==> src/rtl/eig_pkg.sv <==
package eig_pkg;

    localparam int unsigned DATA_W       = 32;
    localparam int unsigned FRAC_W       = 30;
    localparam int unsigned CORDIC_ITERS = 14;

    typedef logic signed [DATA_W-1:0] q_t;

    localparam q_t Q_ONE      = 32'sh4000_0000;
    localparam q_t Q_NEG_ONE  = -32'sh4000_0000;
    localparam q_t HALF_PI_Q  = 32'sh6487_ED51;
    localparam q_t CORDIC_K_Q = 32'sd652032874;

    typedef enum logic [1:0] {
        ST_ACC   = 2'd0,
        ST_CHECK = 2'd1,
        ST_WAIT  = 2'd2
    } eig_state_t;

    typedef struct packed {
        q_t re;
        q_t im;
    } cplx_t;

    typedef struct packed {
        q_t x;
        q_t y;
        q_t z;
    } rot_t;

    // arctan(2^-i) in Q2.30; beyond i = 9 the small-angle value 2^-i is exact enough
    function automatic q_t atan_q(input int i);
        case (i)
            0:       atan_q = 32'sd843314857;
            1:       atan_q = 32'sd497837829;
            2:       atan_q = 32'sd263043837;
            3:       atan_q = 32'sd133525159;
            4:       atan_q = 32'sd67021687;
            5:       atan_q = 32'sd33543516;
            6:       atan_q = 32'sd16775851;
            7:       atan_q = 32'sd8388437;
            8:       atan_q = 32'sd4194283;
            9:       atan_q = 32'sd2097149;
            default: atan_q = q_t'(32'h4000_0000 >> i);
        endcase
    endfunction

    // exact point for a whole-number phase, selected by its two integer bits
    function automatic cplx_t trivial_point(input logic [1:0] quad);
        cplx_t p;
        case (quad)
            2'b00:   begin p.re = Q_ONE;     p.im = '0;        end
            2'b01:   begin p.re = '0;        p.im = Q_NEG_ONE; end
            2'b10:   begin p.re = Q_NEG_ONE; p.im = '0;        end
            default: begin p.re = '0;        p.im = Q_ONE;     end
        endcase
        return p;
    endfunction

    // rebuild (cos, -sin) of the full phase from the residual-angle cos c and sin s
    function automatic cplx_t quad_rotate(input logic [1:0] quad, input q_t c, input q_t s);
        cplx_t p;
        case (quad)
            2'b00:   begin p.re = c;  p.im = -s; end
            2'b01:   begin p.re = -s; p.im = -c; end
            2'b10:   begin p.re = -c; p.im = s;  end
            default: begin p.re = s;  p.im = c;  end
        endcase
        return p;
    endfunction

endpackage

==> src/rtl/eig_phase_acc.sv <==
module eig_phase_acc
    import eig_pkg::*;
(
    input  logic       clk,
    input  logic       rst,
    input  logic       add_en,
    input  q_t         order_i,
    output logic [1:0] quad_o,
    output logic       trivial_o,
    output q_t         angle_o
);

    q_t alpha_q;

    // modulo-4 wrap comes for free from two's-complement overflow
    always_ff @(posedge clk) begin
        if (rst) begin
            alpha_q <= '0;
        end else if (add_en) begin
            alpha_q <= alpha_q + order_i;
        end
    end

    always_comb begin
        quad_o    = alpha_q[DATA_W-1 -: 2];
        trivial_o = (alpha_q[FRAC_W-1:0] == '0);
        // residual fraction of a quarter turn times pi/2, back to Q2.30
        angle_o   = q_t'((64'(alpha_q[FRAC_W-1:0]) * 64'(HALF_PI_Q)) >> FRAC_W);
    end

endmodule

==> src/rtl/eig_cordic.sv <==
module eig_cordic
    import eig_pkg::*;
#(
    parameter int unsigned ITERS = CORDIC_ITERS
) (
    input  logic clk,
    input  logic rst,
    input  logic load,
    input  q_t   angle_i,
    output q_t   cos_o,
    output q_t   sin_o,
    output logic last_o
);

    localparam int unsigned CW = $clog2(ITERS + 1);
    localparam logic [CW-1:0] STEP_END = CW'(ITERS);

    q_t atan_tab [ITERS];

    for (genvar g = 0; g < ITERS; g++) begin : g_atan
        assign atan_tab[g] = atan_q(g);
    end

    rot_t          st_q;
    rot_t          st_nxt;
    logic [CW-1:0] step_q;
    logic [CW-1:0] tab_idx;
    logic          rot_pos;
    q_t            x_sh;
    q_t            y_sh;

    always_comb begin
        tab_idx = (step_q < STEP_END) ? step_q : '0;
        rot_pos = ~st_q.z[DATA_W-1];
        x_sh    = st_q.x >>> step_q;
        y_sh    = st_q.y >>> step_q;
        if (rot_pos) begin
            st_nxt.x = st_q.x - y_sh;
            st_nxt.y = st_q.y + x_sh;
            st_nxt.z = st_q.z - atan_tab[tab_idx];
        end else begin
            st_nxt.x = st_q.x + y_sh;
            st_nxt.y = st_q.y - x_sh;
            st_nxt.z = st_q.z + atan_tab[tab_idx];
        end
    end

    // gain is pre-compensated by starting x at 1/K
    always_ff @(posedge clk) begin
        if (rst) begin
            st_q   <= '0;
            step_q <= STEP_END;
        end else if (load) begin
            st_q.x <= CORDIC_K_Q;
            st_q.y <= '0;
            st_q.z <= angle_i;
            step_q <= '0;
        end else if (step_q != STEP_END) begin
            st_q   <= st_nxt;
            step_q <= step_q + 1'b1;
        end
    end

    assign cos_o  = st_q.x;
    assign sin_o  = st_q.y;
    assign last_o = (step_q == STEP_END);

endmodule

==> src/rtl/eig_ctrl.sv <==
module eig_ctrl
    import eig_pkg::*;
(
    input  logic clk,
    input  logic rst,
    input  logic start,
    input  logic trivial,
    input  logic cordic_last,
    output logic add_en,
    output logic clr_done,
    output logic cordic_load,
    output logic take_triv,
    output logic take_rot,
    output logic busy
);

    eig_state_t state_q;
    eig_state_t state_nxt;

    always_comb begin
        state_nxt   = state_q;
        add_en      = 1'b0;
        clr_done    = 1'b0;
        cordic_load = 1'b0;
        take_triv   = 1'b0;
        take_rot    = 1'b0;
        case (state_q)
            ST_ACC: begin
                if (start) begin
                    add_en    = 1'b1;
                    clr_done  = 1'b1;
                    state_nxt = ST_CHECK;
                end
            end
            ST_CHECK: begin
                if (trivial) begin
                    take_triv = 1'b1;
                    state_nxt = ST_ACC;
                end else begin
                    cordic_load = 1'b1;
                    state_nxt   = ST_WAIT;
                end
            end
            ST_WAIT: begin
                if (cordic_last) begin
                    take_rot  = 1'b1;
                    state_nxt = ST_ACC;
                end
            end
            default: state_nxt = ST_ACC;
        endcase
    end

    always_ff @(posedge clk) begin
        if (rst) begin
            state_q <= ST_ACC;
        end else begin
            state_q <= state_nxt;
        end
    end

    assign busy = (state_q != ST_ACC);

endmodule

==> src/rtl/eig_out_reg.sv <==
module eig_out_reg
    import eig_pkg::*;
(
    input  logic       clk,
    input  logic       rst,
    input  logic       clr_done,
    input  logic       take_triv,
    input  logic       take_rot,
    input  logic [1:0] quad,
    input  q_t         cos_i,
    input  q_t         sin_i,
    output q_t         re_o,
    output q_t         im_o,
    output logic       done_o
);

    cplx_t res_q;

    always_ff @(posedge clk) begin
        if (rst) begin
            res_q  <= '0;
            done_o <= 1'b0;
        end else if (take_triv) begin
            res_q  <= trivial_point(quad);
            done_o <= 1'b1;
        end else if (take_rot) begin
            res_q  <= quad_rotate(quad, cos_i, sin_i);
            done_o <= 1'b1;
        end else if (clr_done) begin
            done_o <= 1'b0;
        end
    end

    assign re_o = res_q.re;
    assign im_o = res_q.im;

endmodule

==> src/rtl/eig_phase_gen.sv <==
module eig_phase_gen
    import eig_pkg::*;
(
    input  logic              clk,
    input  logic              rst,
    input  logic              start,
    input  logic [DATA_W-1:0] order_in,
    output logic [DATA_W-1:0] re_out,
    output logic [DATA_W-1:0] im_out,
    output logic              done
);

    logic       add_en;
    logic       clr_done;
    logic       cordic_load;
    logic       take_triv;
    logic       take_rot;
    logic       busy;
    logic       trivial;
    logic       cordic_last;
    logic [1:0] quad;
    q_t         angle;
    q_t         cos_v;
    q_t         sin_v;
    q_t         re_v;
    q_t         im_v;

    eig_ctrl u_ctrl (
        .clk         (clk),
        .rst         (rst),
        .start       (start),
        .trivial     (trivial),
        .cordic_last (cordic_last),
        .add_en      (add_en),
        .clr_done    (clr_done),
        .cordic_load (cordic_load),
        .take_triv   (take_triv),
        .take_rot    (take_rot),
        .busy        (busy)
    );

    eig_phase_acc u_acc (
        .clk       (clk),
        .rst       (rst),
        .add_en    (add_en),
        .order_i   (q_t'(order_in)),
        .quad_o    (quad),
        .trivial_o (trivial),
        .angle_o   (angle)
    );

    eig_cordic #(.ITERS(CORDIC_ITERS)) u_cordic (
        .clk     (clk),
        .rst     (rst),
        .load    (cordic_load),
        .angle_i (angle),
        .cos_o   (cos_v),
        .sin_o   (sin_v),
        .last_o  (cordic_last)
    );

    eig_out_reg u_out (
        .clk       (clk),
        .rst       (rst),
        .clr_done  (clr_done),
        .take_triv (take_triv),
        .take_rot  (take_rot),
        .quad      (quad),
        .cos_i     (cos_v),
        .sin_i     (sin_v),
        .re_o      (re_v),
        .im_o      (im_v),
        .done_o    (done)
    );

    assign re_out = re_v;
    assign im_out = im_v;

endmodule

==> config.mk <==
export PLATFORM = sky130hd
export DESIGN_NAME = eig_phase_gen
export DESIGN_NICKNAME = d
export VERILOG_FILES = /design/src/rtl/eig_pkg.sv /design/src/rtl/eig_phase_acc.sv /design/src/rtl/eig_cordic.sv /design/src/rtl/eig_ctrl.sv /design/src/rtl/eig_out_reg.sv /design/src/rtl/eig_phase_gen.sv
export SDC_FILE = /design/constraint.sdc
export NUM_CORES = 2
export LEC_CHECK = 0
export BUFFER_PORTS_ARGS = -buffer_cell sky130_fd_sc_hd__buf_2
export CORE_ASPECT_RATIO = 1.2
export CORE_MARGIN = 2
export CORE_UTILIZATION = 50
export CTS_CLUSTER_DIAMETER = 100
export DETAILED_ROUTE_END_ITERATION = 10
export GPL_TIMING_DRIVEN = 0
export PLACE_DENSITY = 0.66
export SLEW_MARGIN = 20
export SYNTH_ARGS = -nofsm -noshare
export SYNTH_HDL_FRONTEND = slang
export SYNTH_SLANG_ARGS = --single-unit
==> constraint.sdc <==
create_clock -name clk -period 9.9 [get_ports clk]
set_clock_uncertainty 0.05 [all_clocks]
set_input_delay 1.98 -clock clk [delete_from_list [all_inputs] [get_ports clk]]
set_output_delay 1.98 -clock clk [all_outputs]
set_load 0.01 [all_outputs]
Word level (Yosys, flattened, before mapping)
Memory sizes are Yosys's and may differ from the RTL's. Index checks and enable logic that the tools add are counted.

Shifts and indexed selects: 2. Add/subtract/negate cells: 10. Magnitude comparators: 2. $mul: 1. Multiplexer cells: 27. Reduce and logical (&&, ||, !) cells: 8. Bitwise operators: 1. Equal/unequal tests: 8.

Operators with widths (number): 64-bit case mux with 3 select lines (2); 94-bit two-way mux (2); 32-bit adder (4); 64-bit two-way mux (2); 96-bit two-way mux (1); 32-bit subtractor (3); 32-bit two-way mux (2); 32-bit negation (2); 32-bit by 4-bit >>> shifter with 32-bit output (2); 30-bit by 32-bit multiplier with 62-bit output, second input constant (1); 30-bit logical NOT (1); 4-bit two-way mux (3); 1-bit two-way mux (11); 2-bit two-way mux (3); 2-bit case mux with 3 select lines (1); 5-bit >= comparator, second input constant (1); 4-bit inverter with 5-bit output (1); 4-bit by 1-bit adder with 4-bit output, second input constant (1); 2-bit by 1-bit == test with 1-bit output, second input constant (2); 2-bit == test, second input constant (2); 4-bit == test, second input constant (1); 2-bit logical NOT (2); 4-bit < comparator, second input constant (1); 2-bit inequality test, second input constant (2); 5 further kinds (6).

Register bits after elaboration: 199. Memories: 1. Input bits: 35. Memory bits (read-only): 512. Logic and storage cells: 71. Output and inout port bits: 65.

Memories: (name not given) (depth 16, width 32, read ports 1, clocked after Yosys merged registers in 0, wr ports 0, RTL line eig_cordic.sv:40) `st_nxt.z = st_q.z - atan_tab[tab_idx];`.

Logic depth before layout (Yosys ltp)
Depth in word-level cells: 10. Depth in mapped cells: 30.

By module
From an unflattened synthesis, not the netlist that was laid out.

Cells, all modules: 4476. Area total of the unflattened synthesis: 38001.4 um^2.

Modules (own cells, without submodules): eig_phase_acc (area an instance 17581.9 um^2, instances 1, cells each 1771); eig_cordic (area an instance 14655.3 um^2, instances 1, cells each 1945); eig_out_reg (area an instance 5644.2 um^2, instances 1, cells each 748); eig_ctrl (area an instance 120.1 um^2, instances 1, cells each 12).

Worst setup path after synthesis
OpenSTA, ideal clock, no wires.

Kind: flip-flop to flip-flop. Start point: reg u_acc.alpha_q[19]. End point: reg u_cordic.st_q[27] in the netlist's numbering. Arrival time: 7.769 ns. Data required time: 9.715 ns. Cell stages (with the launch flop): 25. Library setup time: 0.135 ns. Slack: 1.946 ns. Buffers on the path: 0. Cells stage by stage: dfxtp_1 > fa_1 > inv_1 > fa_1 > fa_1 > inv_1 > fa_1 > fa_1 > fa_1 > fa_1 > inv_1 > fa_1 > inv_1 > ha_1 > and3_1 > or3b_2 > a211o_1 > a311oi_1 > nor4_1 > o31ai_1 > a41oi_1 > o21ai_0 > a211o_1 > xnor2_1 > o32ai_1.

Longest elaborated chain between the ends: 4. Elaborated cells between the ends (all ways): 6. Classes of those cells: mul: 1; mux: 3; reduce/logical: 2.

RTL lines: start, declared (RTL line eig_phase_acc.sv:13) `q_t alpha_q;`; start signal, assigned (RTL line eig_phase_acc.sv:20) `alpha_q <= alpha_q + order_i;`; parallel branches: the longest is 4 deep, another holds 30-bit by 32-bit multiplier with 62-bit output; end signal, assigned (RTL line eig_cordic.sv:59) `st_q <= st_nxt;`; end, declared (RTL line eig_cordic.sv:24) `rot_t st_q;`.

Several ways; the timed one is not identified. A chain may end at the register's enable or synchronous reset.

Final worst setup path
Start point: reg u_cordic.step_q[3]. End point: reg u_cordic.st_q (netlist bit u_cordic.cos_o[31]).

Longest elaborated chain between the ends: 3. Elaborated cells between the ends (all ways): 5. Classes of those cells: add/sub: 2; eq/ne: 1; shift: 1; mux: 1.

RTL lines: start, declared (RTL line eig_cordic.sv:26) `logic [CW-1:0] step_q;`; start signal, assigned (RTL line eig_cordic.sv:60) `step_q <= step_q + 1'b1;`; 32-bit by 4-bit >>> shifter with 32-bit output (RTL line eig_cordic.sv:36) `y_sh = st_q.y >>> step_q;`; 32-bit subtractor / 32-bit adder (equally long branches) (RTL line eig_cordic.sv:38, eig_cordic.sv:42); 96-bit two-way mux (RTL line eig_cordic.sv:37) `if (rot_pos) begin`.

Parallel ways exist; a longest one is shown, timed or not.

==> metrics.log <==
[metrics] Total Die Area: 0.07550 mm²
[metrics] CP Max Fanout: 10
[metrics] number of clock buffers inserted by TritonCTS: 17
[metrics] largest family of logic cells by synthesized area: adder cells
[metrics] clock tree from TritonCTS: done
[metrics] worst slew slack as a fraction of its limit: 0.1905
[metrics] portion of netlist area occupied by mux cells: 0.06895
[metrics] count of endpoints failing hold in the final timing report: 0
[metrics] sort of element at the end of the critical path: flop
[metrics] Worst R2R Setup Slack: 200 ps
[metrics] Worst Setup SP: u_cordic.step_q[3]$_SDFFE_PP1P_
[metrics] Util after Layout: 0.5379
[metrics] initial core utilization: 0.5061
[metrics] run status: completed
[metrics] post-synthesis cell area: 0.03666 mm²
[metrics] fin cells: 5515
[metrics] xor/xnor share of the synthesized area: 0.05639
[metrics] path category of the worst min-delay check: reg2reg
[metrics] vias in the first global route: 34150
[metrics] fraction of the mapped netlist area in adder cells: 0.3579
[metrics] total of hold buffers inserted after clock tree synthesis: 0
[metrics] Die Y-Extent: 300.6 µm
[metrics] Seq. cell area: 0.003985 mm²
[metrics] maximum clock rate: 0.1031 GHz
[metrics] number of buffers on the longest clock path: 2
[metrics] H-tree lvl count: 4
[metrics] antenna violations before repair: 3
[metrics] slowest stage delay, CP: 780 ps
[metrics] most repeated library cell on the critical path: clkbuf_1
[metrics] sum of buffers and inverters on the critical path: 7
[metrics] WS Path Type: reg2reg
[metrics] cells after synthesis: 4448
[metrics] fraction of synthesis flops using an asynchronous set or reset pin: 0
[metrics] ANT nets after route: 0
[metrics] Mapped Nets: 5330
[metrics] placed cell areas: 0.03833 mm²
[metrics] worst skew pair latency: 520 ps
[metrics] Yosys cell types: 82
[metrics] number of standard-cell rows in the floorplan: 108
[metrics] vias per cell: 6.312
[metrics] simple logic cell fraction of the synthesized area: 0.1406
[metrics] cell count after placement: 5482
[metrics] violation count after the first detailed-route iteration: 3665
[metrics] worst endpoint required time: 10280 ps
[metrics] Hold Path Origin: u_out.re_o[17]$_SDFFE_PP0P_
[metrics] number of enable flip-flop cells after synthesis: 0
[metrics] number of max-capacitance violations reported: 0
[metrics] via total after detailed routing: 34810
[metrics] fin nets: 5448
[metrics] Worst-path clk slew: 90 ps
[metrics] total area of multi-input combinational cells: 0.02967 mm²
[metrics] final routed DRC violation total: 0
[metrics] number of port buffers: 99
[metrics] Clk Tree Root Cell: clkbuf_16
[metrics] ports placed on the boundary: 100
[metrics] sequential cell area fraction in the yosys report: 0.1087
[metrics] commonest non-fill, non-tap cell in the layout: inv_1
[metrics] arrival time of data at the critical path endpoint: 10080 ps
[metrics] compound-gate portion of the synthesized area: 0.1850
[metrics] Final Routed Wirelength: 151000 µm
[metrics] dominant delay contributor by cell family on the critical path: buffers and inverters
[metrics] Routed wire per std cell: 27.38 µm
[metrics] Post-Syn Area per Cell: 8.241 µm²
[metrics] count of filler cells inserted in the layout: 7023
[metrics] sink count of the clock tree: 199
[metrics] share of final-layout standard cells stronger than drive strength 1: 0.06313
[metrics] placed wire-length estimate after detailed placement: 120600 µm
[metrics] Synth Warn #: 0
[metrics] first-pass iteration count of the detailed router: 6
[metrics] pin count of the biggest net entering global routing: 19
[metrics] highest-count cells in the layout ignoring fill and taps: inv_1, ha_1, a21oi_1, nand2_1, fa_1
[metrics] aggregate global-route resource usage: 0.3973
[metrics] horizontal die dimension: 251.2 µm
[metrics] shortest clock period the worst path allows after layout: 9702 ps
[metrics] kind of start point of the critical path: flop
[metrics] cell with the largest stage delay on the worst path: clkdlybuf4s15_1
[metrics] flip-flop and latch count after synthesis: 199
[metrics] slew at the pin with the worst max-slew slack: 1214 ps
[metrics] commonest register cell after synthesis: dfxtp_1
[metrics] gpl congestion: 1.057
[metrics] area growth from synthesis to layout: 6.291%
[metrics] core area: 0.07243 mm²
[metrics] Final setup violation count: 0
[metrics] share of the clock period used by the worst path after layout: 0.9800
[metrics] FF-to-FF Start: u_cordic.step_q[3]$_SDFFE_PP1P_
[metrics] Final Max Tran Viols: 0
[metrics] first-pass GRT wire length: 221000 µm
[metrics] setup repair after global routing missed its margin: false
[metrics] Congestion Overflow GR: 0
[metrics] final design area excluding fillers: 0.03896 mm²
-- path summary, 6_finish.rpt --
| check | cells after the start | to |
|---|---|---|
| worst min-delay path | 2 | u_out.re_o[17]$_SDFFE_PP0P_ |
| worst min register to register | 2 | u_out.re_o[17]$_SDFFE_PP0P_ |
| worst max-delay path | 26 | u_cordic.cos_o[31]$_SDFFE_PP0N_ |
| worst max register to register | 26 | u_cordic.cos_o[31]$_SDFFE_PP0N_ |
-- cell usage after synthesis (20+ instances only) --
library cell  instances  area [µm²]
inv_1               534        2004
ha_1                511        6394
a21oi_1             391        1957
nand2_1             362        1359
fa_1                336        6726
nor2_1              314        1179
o21ai_0             219        1096
clkbuf_1            201       754.5
dfxtp_1             199        3984
xnor2_1             153        1340
mux2i_1              89       890.9
xor2_1               83       727.0
a21o_1               76       570.6
nor3_1               76       380.4
a211oi_1             72       540.5
a31oi_1              57       356.6
nand3_1              57       285.3
mux4_2               50        1126
nand2b_1             45       281.5
mux2_2               43       484.2
nor2b_1              40       250.2
and2_1               33       206.5
or3_1                32       200.2
nand4_1              31       193.9
o211ai_1             30       225.2
o21a_1               30       225.2
buf_1                26       97.59
and3_1               25       156.4
a22oi_1              23       172.7
o21bai_1             23       172.7
o22ai_1              20       125.1
-- worst register-to-register path, stage by stage (launching register included) --
cell	delay, ps
dfxtp_1	340
clkbuf_1	510
clkbuf_1	630
clkbuf_1	620
clkbuf_1	510
buf_1	630
clkbuf_2	510
clkdlybuf4s15_1	790
nand2_1	90
o21ai_0	230
ha_1	340
nand2_1	160
nor2_1	270
a21oi_1	130
xnor2_1	330
ha_1	370
a21o_1	180
a21o_1	180
a2111oi_0	500
o21a_1	230
o2bb2ai_1	120
o311ai_1	760
nand2_1	220
a221oi_1	370
xnor2_1	130
or3_1	310
a21oi_1	130
-- layer usage --
layer,track usage,wire length [µm]
met5,0,32
met4,0.2822,12830
met3,0.06821,11580
met2,0.6620,70200
met1,0.4649,56380
-- repair_timing --
action,in CTS,in global routing
setup buffers,0,0
cloned,0,0
resized for setup,1,5
endpoints found under the setup margin,3,8
pin swaps,0,0
-- cell type report --
class | instances | area share
well taps | 935 | 0.03003
diodes | 2 | 0.0001285
inverters | 537 | 0.05173
clock inverters | 12 | 0.004046
repair buffers | 99 | 0.01272
plain buffers | 251 | 0.02617
clock buffers | 19 | 0.01137
flip-flops and latches | 199 | 0.1023
multi-input cells | 3461 | 0.7615
-- metrics by stage --
stage               hold WS [ps]  setup slack [ps]  setup TNS, ps
finish                     405.7             198.1              0
floorplan                  421.0              1946              0
global route               424.4             61.87              0
detailed placement         396.9            -106.7         -175.2
global placement           389.2            -12.36         -12.36
CTS                        407.5             200.3              0
-- kinds of logic after synthesis --
group | Yosys count
compound gates | 1094
xor+xnor | 236
flops | 199
buf+inv | 788
simple gates | 1101
fa+ha+maj | 847
mux | 183
-- sequential cells by signal, indices dropped and copies added (netlist names) --
signal and flops:
u_acc.alpha_q 32, u_cordic.cos_o 32, u_cordic.sin_o 32, u_cordic.st_q 32, u_cordic.step_q 4, u_ctrl.state_q 2, u_out.done_o 1, u_out.im_o 32
u_out.re_o 32
Power is left out: the tool's default activity adds up to more than one toggle a clock period on the data nets, which glitch-free logic cannot reach.
